===== config.mk =====
export PLATFORM = sky130hd
export DESIGN_NAME = burst4_sram
export DESIGN_NICKNAME = d
export VERILOG_FILES = /design/src/rtl/burst4_pkg.sv /design/src/rtl/burst4_seq.sv /design/src/rtl/burst4_byte_mask.sv /design/src/rtl/burst4_mem.sv /design/src/rtl/burst4_sram.sv
export SDC_FILE = /design/constraint.sdc
export NUM_CORES = 2
export LEC_CHECK = 0
export BUFFER_PORTS_ARGS = -buffer_cell sky130_fd_sc_hd__buf_2
export CAP_MARGIN = 10
export CORE_MARGIN = 2
export CORE_UTILIZATION = 30
export DETAILED_ROUTE_END_ITERATION = 8
export PLACE_DENSITY = 0.5
export SLEW_MARGIN = 20
export SYNTH_ARGS = -nofsm -noshare
export SYNTH_HDL_FRONTEND = slang
export SYNTH_MEMORY_MAX_BITS = 65536
export SYNTH_SLANG_ARGS = --single-unit

===== constraint.sdc =====
create_clock -name clk_i -period 2.9 [get_ports clk_i]
set_clock_uncertainty 0.2 [all_clocks]
set_input_delay 0.58 -clock clk_i [delete_from_list [all_inputs] [get_ports clk_i]]
set_output_delay 0.58 -clock clk_i [all_outputs]
set_load 0.005 [all_outputs]

===== src/rtl/burst4_pkg.sv =====
package burst4_pkg;
  parameter int unsigned DEF_BYTE_W    = 9;
  parameter int unsigned DEF_NUM_BYTES = 2;
  parameter int unsigned DEF_ADDR_W    = 8;
  parameter int unsigned DEF_BURST_LEN = 4;

  typedef enum logic {
    SEQ_IDLE = 1'b0,
    SEQ_RUN  = 1'b1
  } seq_state_e;
endpackage


===== src/rtl/burst4_seq.sv =====
// Burst address sequencer. BURST_LEN must be a power of two.
module burst4_seq
  import burst4_pkg::*;
#(
  parameter int unsigned ADDR_W    = DEF_ADDR_W,
  parameter int unsigned BURST_LEN = DEF_BURST_LEN
) (
  input  logic              clk_i,
  input  logic              rst_ni,
  input  logic              cmd_i,
  input  logic [ADDR_W-1:0] addr_i,
  output logic              busy_o,
  output logic [ADDR_W-1:0] beat_addr_o
);
  localparam int unsigned BEAT_W = $clog2(BURST_LEN);
  localparam int unsigned BASE_W = ADDR_W - BEAT_W;
  localparam logic [BEAT_W-1:0] LAST_BEAT = BEAT_W'(BURST_LEN - 1);

  seq_state_e        state_q;
  logic [BASE_W-1:0] base_q;
  logic [BEAT_W-1:0] cnt_q;

  always_ff @(posedge clk_i or negedge rst_ni) begin
    if (!rst_ni) begin
      state_q <= SEQ_IDLE;
      base_q  <= '0;
      cnt_q   <= '0;
    end else begin
      unique case (state_q)
        SEQ_IDLE: begin
          if (cmd_i) begin
            state_q <= SEQ_RUN;
            base_q  <= addr_i[ADDR_W-1:BEAT_W];
            cnt_q   <= '0;
          end
        end
        SEQ_RUN: begin
          cnt_q <= cnt_q + 1'b1;
          if (cnt_q == LAST_BEAT) state_q <= SEQ_IDLE;
        end
        default: state_q <= SEQ_IDLE;
      endcase
    end
  end

  assign busy_o      = (state_q == SEQ_RUN);
  assign beat_addr_o = {base_q, cnt_q};
endmodule


===== src/rtl/burst4_byte_mask.sv =====
module burst4_byte_mask
  import burst4_pkg::*;
#(
  parameter int unsigned NUM_BYTES = DEF_NUM_BYTES
) (
  input  logic                 beat_en_i,
  input  logic [NUM_BYTES-1:0] ben_ni,
  output logic [NUM_BYTES-1:0] we_o
);
  for (genvar b = 0; b < NUM_BYTES; b++) begin : g_we
    assign we_o[b] = beat_en_i & ~ben_ni[b];
  end
endmodule


===== src/rtl/burst4_mem.sv =====
module burst4_mem
  import burst4_pkg::*;
#(
  parameter int unsigned ADDR_W    = DEF_ADDR_W,
  parameter int unsigned BYTE_W    = DEF_BYTE_W,
  parameter int unsigned NUM_BYTES = DEF_NUM_BYTES
) (
  input  logic                        clk_i,
  input  logic                        rst_ni,
  input  logic [NUM_BYTES-1:0]        we_i,
  input  logic [ADDR_W-1:0]           waddr_i,
  input  logic [NUM_BYTES*BYTE_W-1:0] wdata_i,
  input  logic                        re_i,
  input  logic [ADDR_W-1:0]           raddr_i,
  output logic [NUM_BYTES*BYTE_W-1:0] rdata_o
);
  localparam int unsigned DEPTH = 1 << ADDR_W;

  for (genvar b = 0; b < NUM_BYTES; b++) begin : g_bank
    logic [BYTE_W-1:0] bank_q [DEPTH];
    logic [BYTE_W-1:0] rd_q;

    always_ff @(posedge clk_i) begin
      if (we_i[b]) bank_q[waddr_i] <= wdata_i[b*BYTE_W +: BYTE_W];
    end

    always_ff @(posedge clk_i or negedge rst_ni) begin
      if (!rst_ni)   rd_q <= '0;
      else if (re_i) rd_q <= bank_q[raddr_i];
    end

    assign rdata_o[b*BYTE_W +: BYTE_W] = rd_q;
  end
endmodule


===== src/rtl/burst4_sram.sv =====
module burst4_sram
  import burst4_pkg::*;
#(
  parameter int unsigned BYTE_W    = DEF_BYTE_W,
  parameter int unsigned NUM_BYTES = DEF_NUM_BYTES,
  parameter int unsigned ADDR_W    = DEF_ADDR_W,
  parameter int unsigned BURST_LEN = DEF_BURST_LEN,
  localparam int unsigned DATA_W   = BYTE_W * NUM_BYTES
) (
  input  logic                 clk_i,
  input  logic                 rst_ni,
  input  logic                 wr_cmd_i,
  input  logic [ADDR_W-1:0]    wr_addr_i,
  input  logic [DATA_W-1:0]    wr_data_i,
  input  logic [NUM_BYTES-1:0] wr_ben_ni,
  output logic                 wr_busy_o,
  input  logic                 rd_cmd_i,
  input  logic [ADDR_W-1:0]    rd_addr_i,
  output logic [DATA_W-1:0]    rd_data_o,
  output logic                 rd_valid_o,
  output logic                 rd_busy_o
);
  logic                 wr_busy;
  logic [ADDR_W-1:0]    wr_beat_addr;
  logic [NUM_BYTES-1:0] byte_we;
  logic                 rd_busy;
  logic [ADDR_W-1:0]    rd_beat_addr;
  logic                 rd_valid_q;

  burst4_seq #(.ADDR_W(ADDR_W), .BURST_LEN(BURST_LEN)) u_wr_seq (
    .clk_i       (clk_i),
    .rst_ni      (rst_ni),
    .cmd_i       (wr_cmd_i),
    .addr_i      (wr_addr_i),
    .busy_o      (wr_busy),
    .beat_addr_o (wr_beat_addr)
  );

  burst4_byte_mask #(.NUM_BYTES(NUM_BYTES)) u_mask (
    .beat_en_i (wr_busy),
    .ben_ni    (wr_ben_ni),
    .we_o      (byte_we)
  );

  burst4_seq #(.ADDR_W(ADDR_W), .BURST_LEN(BURST_LEN)) u_rd_seq (
    .clk_i       (clk_i),
    .rst_ni      (rst_ni),
    .cmd_i       (rd_cmd_i),
    .addr_i      (rd_addr_i),
    .busy_o      (rd_busy),
    .beat_addr_o (rd_beat_addr)
  );

  burst4_mem #(.ADDR_W(ADDR_W), .BYTE_W(BYTE_W), .NUM_BYTES(NUM_BYTES)) u_mem (
    .clk_i   (clk_i),
    .rst_ni  (rst_ni),
    .we_i    (byte_we),
    .waddr_i (wr_beat_addr),
    .wdata_i (wr_data_i),
    .re_i    (rd_busy),
    .raddr_i (rd_beat_addr),
    .rdata_o (rd_data_o)
  );

  // Valid tracks the registered read one cycle behind the read sequencer.
  always_ff @(posedge clk_i or negedge rst_ni) begin
    if (!rst_ni) rd_valid_q <= 1'b0;
    else         rd_valid_q <= rd_busy;
  end

  assign wr_busy_o  = wr_busy;
  assign rd_busy_o  = rd_busy;
  assign rd_valid_o = rd_valid_q;
endmodule


==> metrics.txt <==
first-pass GRT wire length 793000 um; H-tree Lvls 5; standard-cell rows 285; Peak VDD IR 0.000563 V; cell area power density 928 nW/um2; Die Span X 781 um; Final Net Count 10600; TritonRoute pass-1 iters 6; Top Ports 61; clock sinks 4645; share of cells above drive strength 1 0.356; max incr delay on CP 0.55 ns; Hold WC Path Type in -> reg; TritonCTS buffer count 453; EDFF count, synth 4608; Final min period 3.45 ns; CP startpoint kind register; Adder-Cell Fraction of Synth Area 0.000346; Iteration-0 DRC Markers 11000; max_cap viols 0; simple-gate area share of the yosys netlist 0.0249; status finished, violations left; failing checks setup timing; Worst Tran Pin Value 1.18 ns; worst hold slack 0.0375 ns; antenna violations before repair 47; commonest non-fill, non-tap cell in the layout edfxtp_1; Initial Util 0.301; Clock Tree Buf Depth 4; unrepaired setup endpoints after global routing true; post-synth cell types 79; Cells after Synth 8593; Antenna Nets Post-Route 0; GRT Overall Usage 0.182; Final Hold Viols 0; crit-path cells buf_4 -> buf_12 -> or3b_4 -> buf_8 -> buf_4 -> o22ai_4 -> a2111oi_4 -> a2111oi_4 -> nand4_1 -> buf_4 -> o211ai_1; Crit. End Element register; Area growth syn-to-layout 24.0%; compound-gate portion of the synthesized area 0.0317; Synth Flop Type edfxtp_1; clk root buf clkbuf_16; CTS tree built; ys async rst share 0.00797; Final Util 0.373; clk_lat worst skew 1.05 ns; input/output buffers 56; final slew viol count 0; Final period util 1.19; CP Data Arrival Time 4.18 ns; setup violators final 18; maximum operating frequency 0.290 GHz; Worst slew margin 0.214; largest net degree at the start of global routing 93; slowest CP cell dfrtp_4; dpl hpwl 380000 um; XOR/XNOR share of the synthesized area 0; sequential area share after synthesis 0.770; Remaining DRCs 0; Worst Setup Path Type reg -> reg; Clock transition at path regs 0.06 ns; core area 602000 um2; mux share of post-synthesis cell area 0.151; Placer Congestion 0.835; synthesized flop and latch total 4645; Syn Area/Cell 21.1 um2; die area 609000 um2; vias in the first global route 98400; Mapped Area 181000 um2; CP required 3.64 ns; CP most frequent cell buf_4; vias per cell 5.09; WL final 576000 um; LEAKAGE 73.4 nW; crit path max fanout 12; Yosys Warn Count 0; Total Power Consumption 208 mW; largest family of logic cells by synthesized area multiplexers; Post-Syn Nets 8638; routed wire length per instance 30.3 um; final setup margin -0.548 ns; Die Ht 781 um; commonest non-fill, non-tap cells in the layout 4608 x edfxtp_1, 1599 x buf_4, 877 x mux4_2, 570 x nor2_1, 529 x mux2i_1; grt total ovfl 0; via count 96900; fill count 54700
[metrics by stage]
stage | area, um2 | setup WS [ns] | cells | setup TNS [ns]
2_1_floorplan | 181000 | 0.189 | 8593 | 0
3_3_place_gp | 205000 | -1.97 | 18000 | -14.36
3_5_place_dp | 205000 | -1.22 | 18000 | -13.56
4_1_cts | 223000 | -0.537 | 18900 | -8.05
5_1_grt | 224000 | -0.579 | 19000 | -8.68
6_report | 224000 | -0.548 | 19000 | -7.95
[critical path, delay by kind of cell (launching register included)]
kind | cells | cell delay [ns]
buffers and inverters | 5 | 0.96
AO/OA/AOI/OAI | 4 | 0.85
AND/OR/NAND/NOR | 2 | 0.76
flip-flops | 1 | 0.55
[area by class of cell]
cell class,instances,area (um2),area share
antenna,12,30.0,0.000134
multi-input combinational,3396,39900,0.178
clock buffer,553,11900,0.0530
sequential,4645,139000,0.621
inverter,15,66.3,0.000296
tap,8036,10100,0.0448
timing repair buffer,2065,20100,0.0894
clock inverter,293,3070,0.0137
[routing by layer]
layer / wire, um / track usage / vias to the layer above
met2: 280000 / 0.306 / 3793
li1: - / - / 39900
met4: 17100 / 0.0467 / 10
met1: 241000 / 0.250 / 52400
met5: 57 / 0 / -
met3: 38400 / 0.0248 / 723
[synthesized netlist by cell type, types with 24 or more instances]
master	n	area share
a21oi_1	87	0.0024
nor2_1	597	0.012
buf_1	39	0.00081
buf_2	120	0.0033
a31oi_1	26	0.00090
nand3_1	54	0.0015
mux4_1	86	0.012
nand2_1	232	0.0048
buf_4	45	0.0019
mux2i_1	539	0.030
nor3_1	44	0.0012
mux4_2	865	0.11
buf_8	50	0.0041
a211oi_1	73	0.0030
buf_6	82	0.0051
o22ai_1	189	0.0065
mux2_2	24	0.0015
o221ai_1	100	0.0048
o21ai_0	92	0.0025
clkbuf_1	172	0.0036
a2111oi_0	50	0.0024
edfxtp_1	4608	0.76
a22oi_1	75	0.0031
nor2b_1	26	0.00090
dfrtp_1	37	0.0051
[registers in the layout, indices dropped and copies added, names as in the netlist]
signal / count
u_mem.g_bank.bank_q: 4608
u_mem.g_bank.rd_q: 18
u_rd_seq.base_q: 6
u_wr_seq.base_q: 6
u_rd_seq.cnt_q: 2
u_wr_seq.cnt_q: 2
rd_valid_o: 1
u_rd_seq.busy_o: 1
u_wr_seq.busy_o: 1
[timing repair]
item | 4_1_cts | 5_1_grt
endpoints found under the hold margin | 655 | 0
gates resized for setup | 397 | 192
endpoints found under the setup margin | 19 | 18
pin swaps | 51 | 90
gates cloned | 13 | 8
setup buffers | 55 | 60
hold buffers | 31 | 0
[final timing paths]
kind	startpoint	endpoint	slack [ns]	cells after the start
hold / removal	wr_data_i[6]	u_mem.g_bank[0].bank_q[151][6]	0.04	1
max in group asynchronous	rst_ni	u_mem.g_bank[1].rd_q[2]	2.16	3
hold reg to reg	u_wr_seq.cnt_q[1]	u_wr_seq.cnt_q[1]	0.44	2
min in group asynchronous	rst_ni	u_mem.g_bank[0].rd_q[6]	0.06	3
setup reg to reg	u_rd_seq.base_q[0]	u_mem.g_bank[0].rd_q[4]	-0.55	11
setup / recovery	u_rd_seq.base_q[0]	u_mem.g_bank[0].rd_q[4]	-0.55	11
[power by group]
part | switching, mW | internal (mW)
Sequential | 0.844 | 74.6
Clock | 25.8 | 34.2
Combinational | 41.0 | 31.7
[cell families after synthesis]
group	Yosys count
adders and majority gates	5
buffers and inverters	552
DFF	4645
AOI/OAI and AO/OA	814
muxes	1514
and+or+nand+nor	1063
(Power assumes the default switching activity.)
